### src/rtl/ptimer_pkg.sv
package ptimer_pkg;
  // Byte offsets of the two register words
  localparam int CNT_OFS = 4;
  localparam int CTL_OFS = 6;
  localparam int CTL_BITS = 5;

  typedef struct packed {
    logic enable;
    logic stop_wait;
    logic frz_store;
    logic ffc_store;
    logic prec_store;
  } ctl_t;
endpackage

### src/rtl/ptimer_prescaler.sv
module ptimer_prescaler #(
  parameter int DIV_W   = 6,
  parameter int PS_LOG2 = 0
) (
  input  logic clk,
  input  logic rst,
  input  logic run,
  output logic inc,
  output logic tick
);
  localparam logic [DIV_W-1:0] DIV_TOP = {DIV_W{1'b1}};

  logic [DIV_W-1:0] div_q;

  always_ff @(posedge clk) begin
    if (rst) begin
      div_q <= '0;
      tick  <= 1'b0;
    end else begin
      tick <= run && (div_q == DIV_TOP);
      if (run) div_q <= div_q + 1'b1;
    end
  end

  generate
    if (PS_LOG2 == 0) begin : g_ratio_one
      assign inc = run;
    end else begin : g_ratio_pow2
      assign inc = run && (&div_q[PS_LOG2-1:0]);
    end
  endgenerate

  assert_tick_needs_run_R3: assert property (@(posedge clk) disable iff (rst)
    tick |-> $past(run));
  assert_tick_single_R5: assert property (@(posedge clk) disable iff (rst)
    tick |=> !tick);
  assert_div_hold_R4: assert property (@(posedge clk) disable iff (rst)
    !run |=> $stable(div_q));
endmodule

### src/rtl/ptimer_counter.sv
module ptimer_counter #(
  parameter int CNT_W = 16
) (
  input  logic             clk,
  input  logic             rst,
  input  logic             inc,
  input  logic             ld_hi,
  input  logic             ld_lo,
  input  logic [CNT_W-1:0] ld_val,
  output logic [CNT_W-1:0] cnt
);
  localparam int HALF = CNT_W / 2;

  always_ff @(posedge clk) begin
    if (rst) begin
      cnt <= '0;
    end else if (ld_hi || ld_lo) begin
      if (ld_hi) cnt[CNT_W-1:HALF] <= ld_val[CNT_W-1:HALF];
      if (ld_lo) cnt[HALF-1:0]     <= ld_val[HALF-1:0];
    end else if (inc) begin
      cnt <= cnt + 1'b1;
    end
  end

  assert_count_step_R2: assert property (@(posedge clk) disable iff (rst)
    (inc && !ld_hi && !ld_lo) |=> cnt == $past(cnt) + 1'b1);
  assert_count_hold_R3: assert property (@(posedge clk) disable iff (rst)
    (!inc && !ld_hi && !ld_lo) |=> $stable(cnt));
endmodule

### src/rtl/ptimer_regs.sv
module ptimer_regs
  import ptimer_pkg::*;
#(
  parameter int ADDR_W = 3,
  parameter int CNT_W  = 16
) (
  input  logic              clk,
  input  logic              rst,
  input  logic [ADDR_W-1:0] addr,
  input  logic              wr,
  input  logic              rd,
  input  logic [1:0]        be,
  input  logic [CNT_W-1:0]  wdata,
  input  logic              test_mode,
  input  logic [CNT_W-1:0]  cnt,
  output logic [CNT_W-1:0]  rdata,
  output logic              ld_hi,
  output logic              ld_lo,
  output ctl_t              ctl
);
  localparam int HALF = CNT_W / 2;
  localparam logic [ADDR_W-1:0] CNT_A = ADDR_W'(CNT_OFS);
  localparam logic [ADDR_W-1:0] CTL_A = ADDR_W'(CTL_OFS);

  logic sel_cnt, sel_ctl;
  logic [CNT_W-1:0] rd_mux;

  assign sel_cnt = addr[ADDR_W-1:1] == CNT_A[ADDR_W-1:1];
  assign sel_ctl = addr[ADDR_W-1:1] == CTL_A[ADDR_W-1:1];
  assign ld_hi = wr && test_mode && sel_cnt && be[1];
  assign ld_lo = wr && test_mode && sel_cnt && be[0];

  always_comb begin
    rd_mux = '0;
    if (sel_cnt) begin
      if (be[1]) rd_mux[CNT_W-1:HALF] = cnt[CNT_W-1:HALF];
      if (be[0]) rd_mux[HALF-1:0]     = cnt[HALF-1:0];
    end else if (sel_ctl && be[1]) begin
      rd_mux[CNT_W-1:HALF] = {ctl, {(HALF-CTL_BITS){1'b0}}};
    end
  end

  always_ff @(posedge clk) begin
    if (rst) begin
      ctl   <= '0;
      rdata <= '0;
    end else begin
      rdata <= rd ? rd_mux : '0;
      if (wr && sel_ctl && be[1]) ctl <= wdata[CNT_W-1 -: CTL_BITS];
    end
  end

  assert_rdata_idle_R11: assert property (@(posedge clk) disable iff (rst)
    !rd |=> rdata == '0);
  assert_ctl_reserved_R10: assert property (@(posedge clk) disable iff (rst)
    (rd && sel_ctl) |=> rdata[CNT_W-CTL_BITS-1:0] == '0);
endmodule

### src/rtl/ptimer_core.sv
module ptimer_core
  import ptimer_pkg::*;
#(
  parameter int ADDR_W  = 3,
  parameter int CNT_W   = 16,
  parameter int DIV_W   = 6,
  parameter int PS_LOG2 = 0
) (
  input  logic              clk,
  input  logic              rst,
  input  logic [ADDR_W-1:0] bus_addr,
  input  logic              bus_wr,
  input  logic              bus_rd,
  input  logic [1:0]        bus_be,
  input  logic [CNT_W-1:0]  bus_wdata,
  output logic [CNT_W-1:0]  bus_rdata,
  input  logic              wait_mode,
  input  logic              test_mode,
  output logic [CNT_W-1:0]  count,
  output logic              acc_tick
);
  ctl_t ctl;
  logic run, inc, ld_hi, ld_lo;

  assign run = ctl.enable && !(ctl.stop_wait && wait_mode);

  ptimer_regs #(.ADDR_W(ADDR_W), .CNT_W(CNT_W)) u_regs (
    .clk(clk), .rst(rst), .addr(bus_addr), .wr(bus_wr), .rd(bus_rd),
    .be(bus_be), .wdata(bus_wdata), .test_mode(test_mode), .cnt(count),
    .rdata(bus_rdata), .ld_hi(ld_hi), .ld_lo(ld_lo), .ctl(ctl)
  );

  ptimer_prescaler #(.DIV_W(DIV_W), .PS_LOG2(PS_LOG2)) u_presc (
    .clk(clk), .rst(rst), .run(run), .inc(inc), .tick(acc_tick)
  );

  ptimer_counter #(.CNT_W(CNT_W)) u_cnt (
    .clk(clk), .rst(rst), .inc(inc), .ld_hi(ld_hi), .ld_lo(ld_lo),
    .ld_val(bus_wdata), .cnt(count)
  );

  assert_nowrite_normal_R8: assert property (@(posedge clk) disable iff (rst)
    (!test_mode && !inc) |=> $stable(count));
  assert_wait_freeze_R4: assert property (@(posedge clk) disable iff (rst)
    (ctl.stop_wait && wait_mode && !test_mode) |=> $stable(count) && !acc_tick);
endmodule

### config.mk
export PLATFORM = sky130hd
export DESIGN_NAME = ptimer_core
export DESIGN_NICKNAME = d
export VERILOG_FILES = /design/src/rtl/ptimer_pkg.sv /design/src/rtl/ptimer_prescaler.sv /design/src/rtl/ptimer_counter.sv /design/src/rtl/ptimer_regs.sv /design/src/rtl/ptimer_core.sv
export SDC_FILE = /design/constraint.sdc
export NUM_CORES = 1
export LEC_CHECK = 0
export BUFFER_PORTS_ARGS = -buffer_cell sky130_fd_sc_hd__buf_2
export CAP_MARGIN = 20
export CORE_ASPECT_RATIO = 0.6
export CORE_UTILIZATION = 40
export CTS_BUF_LIST = sky130_fd_sc_hd__clkbuf_16
export CTS_CLUSTER_DIAMETER = 100
export DETAILED_ROUTE_END_ITERATION = 8
export PLACE_DENSITY_LB_ADDON = 0.25
export SKIP_CTS_REPAIR_TIMING = 1
export SLEW_MARGIN = 5
export SYNTH_ARGS = -nofsm -noshare
export SYNTH_HDL_FRONTEND = slang
export SYNTH_SLANG_ARGS = --single-unit
export TNS_END_PERCENT = 30
### constraint.sdc
create_clock -name clk -period 2.4 [get_ports clk]
set_input_delay 0.72 -clock clk [delete_from_list [all_inputs] [get_ports clk]]
set_output_delay 0.72 -clock clk [all_outputs]
set_load 0.005 [all_outputs]
After elaboration in Yosys (flattened, before gate mapping)

Index checks and enable logic that the tools add are counted.

Input port bits: 27
Logic and storage cells: 45
Output and inout bits: 33
Register bits: 44

$add $sub $neg: 2
Bitwise gates (word level): 3
Equality and inequality tests: 5
Reduce and logical (&&, ||, !) cells: 17
Multiplexer cells: 7

Operators by type and width:

| kind                                                  | count |
|---|---|
| 2-to-1 mux 8 bit                                      | 5 |
| 2-to-1 mux 16 bit                                     | 2 |
| adder 16 x 1 -> 16 bit, second input constant         | 1 |
| logical AND 1 bit                                     | 10 |
| adder 6 x 1 -> 6 bit, second input constant           | 1 |
| == test 6 bit, second input constant                  | 1 |
| == test 2 bit, second input constant                  | 2 |
| inequality test 2 x 1 -> 1 bit, second input constant | 2 |
| AND reduction 2 bit                                   | 2 |
| OR reduction 4 bit                                    | 1 |
| inverter 1 bit                                        | 3 |
| nonzero test 2 bit                                    | 1 |
| OR reduction 2 bit                                    | 1 |
| logical NOT 1 bit                                     | 1 |
| logical OR 1 bit                                      | 1 |

Longest topological paths before layout

Gate-level depths: netlist of run 1.

Word-level depth: 6
Depth in mapped cells: 7
Gate-level depth less buffers: 5

By module

From an unflattened synthesis of run 1, not the netlist that was laid out.

Cell total of the unflattened synthesis: 216
Area, all modules: 1,993.2 µm²

By module, submodules not included:

| module           | cells each | times used | area each (µm²) | sequential area each (µm²) |
|---|---|---|---|---|
| ptimer_counter   | 113        | 1          | 929.6           | 320.3 |
| ptimer_regs      | 74         | 1          | 777.0           | 420.4 |
| ptimer_prescaler | 28         | 1          | 275.3           | 140.1 |
| ptimer_core      | 1          | 1          | 11.3            | 0.0 |

Least setup slack after synthesis of run 1

Ideal clock, no wire load.

Path type: in2reg
Start point: input port bus_be[1]
End point: register u_cnt.cnt[5]
Cell stages on the path: 6
Setup time: 0.092 ns
Path slack: 0.440 ns
Path buffers: 2
Arrival: 1.868 ns
Data required time: 2.308 ns
Cells stage by stage: clkbuf_1 > or2_1 > buf_2 > a2111oi_0 > a21oi_1 > o32ai_1

Cells in the longest elaborated chain, start to end: 4
Elaborated cells between the ends (all ways): 6
Classes of those cells: eq/ne: 1; mux: 1; reduce/logical: 4

Ends and longest elaborated chain:

| item                                                                                         | line                 | text |
|---|---|---|
| from (decl)                                                                                  | ptimer_core.sv:14    | `input logic [1:0] bus_be,` |
| logical AND 1 bit *                                                                          | ptimer_regs.sv:30    | `assign ld_hi = wr && test_mode && sel_cnt && be[1];` |
| logical OR 1 bit *                                                                           | ptimer_counter.sv:17 | `end else if (ld_hi \|\| ld_lo) begin` |
| inequality test 2 x 1 -> 1 bit (no source line) / nonzero test 2 bit (equally long branches) | --                   |  |
| AND reduction 2 bit (no source line)                                                         | --                   |  |
| to (signal, indexed assignment)                                                              | ptimer_counter.sv:18 | `if (ld_hi) cnt[CNT_W-1:HALF] <= ld_val[CNT_W-1:HALF];` |
| to (signal, indexed assignment)                                                              | ptimer_counter.sv:19 | `if (ld_lo) cnt[HALF-1:0] <= ld_val[HALF-1:0];` |
| to (signal assigned)                                                                         | ptimer_counter.sv:21 | `cnt <= cnt + 1'b1;` |
| to (decl)                                                                                    | ptimer_counter.sv:10 | `output logic [CNT_W-1:0] cnt` |

Mark *: on every way between the ends. The rest lies on a longest branch, timed or not.
A chain may end at the register's enable or synchronous reset.

Worst setup path after layout of run 1

Start point: register u_cnt.cnt[1]
End point: register u_cnt.cnt[14]

Cells in the longest elaborated chain, start to end: 3

Ends and longest elaborated chain:

| item                   | line                 | text |
|---|---|---|
| adder 16 x 1 -> 16 bit | ptimer_counter.sv:21 |  |
| 2-to-1 mux 16 bit      | ptimer_counter.sv:20 | `end else if (inc) begin` |
| 2-to-1 mux 16 bit      | ptimer_counter.sv:17 |  |

Every way passes these cells. The select of a mux whose other input is x is not followed.

==> results.yml, run 1 <==
status:
  status: "completed"
clock_network:
  cts_buffer_depth: 2
  path_clk_slew_ns: 0.06
  cts-root-buf: "clkbuf_16"
  clock_sinks: 44
  cts_tree: "built"
  worstSkewPairLatency_ns: 0.29
  htree_levels: 2
  numCtsBuffers: 5
yosys:
  synth.distinct_cells: 55
  yosys_warnings: 0
  synthArstFlopShare: 0
  netlist_instances: 235
  synth_edf_count: 0
  synth_area_leader_cell: "dfxtp_1"
  synth_top_area_share: 0.420
  syn_area_um2: 2100
  yosysSeqAreaShare: 0.420
  syn-num-nets: 264
  synth.avg_cell_area_um2: 8.93
  ys_ff_latch: 44
  netlist_top_cells_count: "44 x dfxtp_1, 25 x nand2_1, 19 x nor2_1"
  synth.most_common_cell: "dfxtp_1"
  ys.flop_type: "dfxtp_1"
  synth_area_leaders: "dfxtp_1 42%, nand2_1 4.5%, mux2i_1 3.8%, nor2_1 3.4%, and2_1 3.3%"
detailed_routing:
  dr.pass1.iters: 5
  antenna_left: 0
  first_iter_violations: 170
  via_count: 2112
  via_per_inst: 5.80
  routedWlPerCell_um: 16.4
  drc: 0
  totalWireLength_mm: 5.95
sta:
  min_period_ns: 2.01
  clock_skew_ns: 0.00646
  drv_slew: 0
  worst_slack_ns: 0.386
  finalCritPeriodShare: 0.839
  whs_ns: 0.450
  relSlewSlack: 0.633
  tightest_slew_ns: 0.548
  rsz0062_at_grt: "no"
  finalHoldViolations: 0
  max_freq_mhz: 497
  finalSetupTns_ns: 0
  setup_violations: 0
placement:
  dp_hpwl_mm: 4.36
  io_buffer_count: 58
  post-place-ws_ns: 0.163
  dp.cells: 358
  place.gp.congestion: 0.836
  placed_area_um2: 2500
power_and_ir_drop:
  sequentialPowerShare: 0.467
  p_leak_nw: 1.12
  finalPower_mw: 1.60
  clkPwrFrac: 0.468
  p_per_area_nw_per_um2: 602
  p_comb_frac: 0.065
  peakVddDrop_v: 0.000335
  p_sw_mw: 0.338
  switching_share: 0.212
  internal_power_mw: 1.26
grt:
  grt_pass1_vias: 1864
  grt_pass1_wl_mm: 9.61
  track_usage: 0.231
  antenna_found_initial: 0
  grt_max_degree: 28
  grt_overflow_total: 0
finish:
  n_antenna_cell: 0
  stdcell_count: 364
  ff_latch_area_um2: 881
  area_growth_pct: 26.5
  fill_cells: 466
  final_nets: 331
  drive_above_1_share: 0.296
  finalInstanceArea_um2: 2660
  multi_input_area_um2: 1140
  fin_util: 0.553
critical_path:
  end_kind: "flop"
  path_max_fanout: 5
  r2r_start: "u_cnt.cnt[1]"
  required_ns: 2.61
  criticalPathCategory: "flop to flop"
  cp-start-kind: "flop"
  crit_start: "u_cnt.cnt[1]"
  critPathArrivalTime_ns: 2.22
flow_run:
  maxCapViolations: 0
floorplanning:
  initial_core_util: 0.437
  core_um2: 4800
  ios: 60
  row_count: 19
  die_area_um2: 5550
  die_w_um: 95.5
  fp.dieH_um: 58.1
hold_path:
  hp-start: "u_presc.div_q[5]"
  hold_path_class: "flop to flop"
-- cell usage in the layout, fill, tap and decap left out, types with 2 or more instances in the layout --
master     count
buf_2         58
dfxtp_1       44
nand2_1       25
nor2_1        19
nand3_1       12
buf_4         12
and2_1        11
nand4_1        8
mux2i_1        8
nor3_1         7
a21oi_1        6
inv_1          5
o32ai_1        5
a31oi_1        5
a22o_1         5
clkbuf_16      5
a211oi_1       4
o21ai_0        4
a311oi_1       4
a22oi_1        3
xor2_1         3
or4_1          3
o211ai_1       3
nor4_1         2
or3_1          2
a2bb2oi_1      2
a211o_1        2
a2111oi_0      2
and3_1         2
o22ai_1        2
o31a_1         2
ha_1           2
-- metal layers --
layer  wire length [um]  GRT usage  up-vias
li1                   -          -     1017
met1               2890      0.349      998
met2               2460      0.318       86
met3                534     0.0656       11
met4                 68     0.0576        0
met5                  0          0        -
-- power groups by stage --
stage,logic (mW),registers [mW],clock network (mW)
after floorplan,0.0495,0.762,0
after global placement,0.0996,0.762,0
after detailed placement,0.101,0.762,0
after CTS,0.102,0.746,0.758
after global routing,0.111,0.747,0.793
final,0.104,0.747,0.747
-- cell type report --
cell class              instances  area share
well taps                      63      0.0297
repair buffers                 70       0.143
flip-flops and latches         44       0.332
multi-input cells             175       0.428
clock inverters                 1      0.0113
clock buffers                   5      0.0471
inverters                       6     0.00848
-- kinds of logic after synthesis --
kind of cell	count (synthesis)	share of synthesized area
flip-flops	44	0.420
multiplexers	8	0.0382
AO/OA/AOI/OAI	57	0.209
buffers and inverters	16	0.0382
XOR/XNOR	4	0.0167
AND/OR/NAND/NOR	104	0.267
adder cells (fa/ha/maj)	2	0.0119
-- path summary, 6_finish.rpt --
kind	to	slack (ns)	cells past startpoint
setup / recovery	u_cnt.cnt[14]	0.39	5
hold / removal	u_presc.tick	0.45	2
setup reg to reg	u_cnt.cnt[14]	0.39	5
hold reg to reg	u_presc.tick	0.45	2
-- state kept, by name, summed over array words and instances (netlist names) --
name / cells
u_cnt.cnt: 16
u_regs.rdata: 16
u_presc.tick: 1
u_presc.div_q: 6
u_regs.ctl: 5
-- worst max-delay path, cell delays in order (launching register included) --
cell and delay, ns:
dfxtp_1 0.44, ha_1 0.29, nand4_1 0.19, or3_1 0.41, or4_1 0.41, a31oi_1 0.18
(Power assumes the default switching activity.)
==> run 2, diff against run 1 <==
--- a/config.mk
+++ b/config.mk
@@ -5,6 +5,7 @@
 export SDC_FILE = /design/constraint.sdc
 export NUM_CORES = 1
 export LEC_CHECK = 0
+export ABC_AREA = 1
 export BUFFER_PORTS_ARGS = -buffer_cell sky130_fd_sc_hd__buf_2
 export CAP_MARGIN = 20
 export CORE_ASPECT_RATIO = 0.6
==> constraint.sdc (replaced) <==
create_clock -name clk -period 1.9 [get_ports clk]
set_input_delay 0.57 -clock clk [delete_from_list [all_inputs] [get_ports clk]]
set_output_delay 0.57 -clock clk [all_outputs]
set_load 0.005 [all_outputs]
==> run 2 against run 1 <==
Hold slack gained 0.028 ns; sequential power rose by 30%; first-iteration DRC count decreased by 34%; worst setup slack worse by 0.031 ns; clock power up 9.5%; critical path type unchanged.
==> results.yml, run 2 <==
status:
  status: "completed"
detailed_routing:
  via_count: 2142
  dr.pass1.iters: 4
  first_iter_violations: 113
  antenna_left: 0
  drc: 0
  totalWireLength_mm: 5.30
  via_per_inst: 4.90
  routedWlPerCell_um: 12.1
yosys:
  netlist_top_cells_count: "69 x nand2_1, 44 x dfxtp_1, 41 x nor2_1"
  synth.most_common_cell: "nand2_1"
  synth_edf_count: 0
  synthArstFlopShare: 0
  yosysSeqAreaShare: 0.426
  syn_area_um2: 2070
  synth_area_leaders: "dfxtp_1 43%, nand2_1 13%, o21ai_0 8.2%, nor2_1 7.4%, inv_1 6.7%"
  synth_area_leader_cell: "dfxtp_1"
  ys_ff_latch: 44
  syn-num-nets: 336
  synth.distinct_cells: 26
  synth_top_area_share: 0.426
  synth.avg_cell_area_um2: 6.74
  ys.flop_type: "dfxtp_1"
  netlist_instances: 307
  yosys_warnings: 0
critical_path:
  end_kind: "flop"
  rrSetupSlack_ns: 0.36
  critPathArrivalTime_ns: 1.72
  criticalPathCategory: "flop to flop"
  path_max_fanout: 6
  required_ns: 2.07
  cp-start-kind: "flop"
floorplanning:
  fp.dieH_um: 57.7
  die_area_um2: 5470
  die_w_um: 94.9
  initial_core_util: 0.433
  ios: 60
  row_count: 19
  core_um2: 4780
power_and_ir_drop:
  finalPower_mw: 1.94
  p_leak_nw: 1.21
  p_per_area_nw_per_um2: 748
  peakVddDrop_v: 0.000341
sta:
  setup_violations: 0
  drv_slew: 0
  max_freq_mhz: 647
  whs_ns: 0.477
  finalSetupTns_ns: 0
  rsz0062_at_grt: "no"
  tightest_slew_ns: 0.349
  relSlewSlack: 0.766
  clock_skew_ns: 0.00354
  finalCritPeriodShare: 0.813
  finalHoldViolations: 0
  min_period_ns: 1.54
clock_network:
  clock_sinks: 44
  htree_levels: 2
  numCtsBuffers: 5
  path_clk_slew_ns: 0.06
  worstSkewPairLatency_ns: 0.28
  cts-root-buf: "clkbuf_16"
  cts_buffer_depth: 2
  cts_tree: "built"
placement:
  place.gp.congestion: 0.834
  io_buffer_count: 58
  dp.cells: 429
  placed_area_um2: 2460
  dp_hpwl_mm: 4.03
grt:
  grt_overflow_total: 0
  antenna_found_initial: 0
  track_usage: 0.204
  grt_max_degree: 22
  grt_pass1_wl_mm: 8.45
  grt_pass1_vias: 1809
finish:
  mostFrequentLayoutCell: "nand2_1"
  stdcell_count: 437
  ff_latch_area_um2: 881
  n_antenna_cell: 0
  final_cell_mix: "69 x nand2_1, 58 x buf_2, 44 x dfxtp_1"
  drive_above_1_share: 0.230
  area_growth_pct: 25.5
  finalInstanceArea_um2: 2600
  final_nets: 402
  fill_cells: 475
  multi_input_area_um2: 1000
  reg_top3: "u_cnt.cnt: 16 flops, u_regs.rdata: 16 flops, u_presc.div_q: 6 flops"
flow_run:
  maxCapViolations: 0
hold_path:
  hold_path_class: "flop to flop"
[run 2: cell families (layout without fill, tap and decap cells)]
group,Yosys count,in the layout,share of synthesized area
adder cells (fa/ha/maj),2,2,0.0121
XOR/XNOR,1,1,0.00423
flip-flops,44,44,0.426
AND/OR/NAND/NOR,152,152,0.315
buffers and inverters,47,114,0.0901
AO/OA/AOI/OAI,61,61,0.153
[run 2: final cells by class]
cell class,count,share of cell area
Timing Repair Buffer,65,0.132
Sequential cell,44,0.339
Tap cell,63,0.0303
Clock buffer,5,0.0482
Inverter,41,0.0592
Multi-Input combinational cell,216,0.386
Clock inverter,3,0.00530
[run 2: layer usage]
metal	GRT usage	share of wire	vias to the layer above
met5	0	0	-
met2	0.276	0.41	75
met3	0.0774	0.083	0
met1	0.302	0.51	945
li1	-	-	1122
met4	0.0498	0	0
[run 2: worst max-delay path, stage by stage, from the launching register on]
cell and delay, ns:
dfxtp_1 0.43, ha_1 0.26, nand3_2 0.17, nor2_1 0.22
nand2_1 0.07, nand2_1 0.07, nor2_1 0.04, a21oi_1 0.12
a21oi_1 0.07
[run 2: through the flow]
stage / utilization / setup WS [ns]
2_1_floorplan: - / 0.417
3_3_place_gp: 0.515 / 0.223
3_5_place_dp: 0.515 / 0.190
4_1_cts: 0.544 / 0.354
5_1_grt: 0.544 / 0.208
6_report: 0.544 / 0.355
[run 2: worst paths after layout]
kind,cells past startpoint,start,end
hold reg to reg,2,u_presc.div_q[5],u_presc.tick
setup reg to reg,8,u_cnt.cnt[1],u_cnt.cnt[6]
hold / removal,2,u_presc.div_q[5],u_presc.tick
setup / recovery,8,u_cnt.cnt[1],u_cnt.cnt[6]
[run 2: power by group]
group	total (mW)	internal [mW]	switching, mW	leakage, nW
logic	0.156	0.0674	0.0888	0.788
clock network	0.818	0.477	0.340	0.0710
registers	0.970	0.942	0.0273	0.356
total	1.94	1.49	0.456	1.21
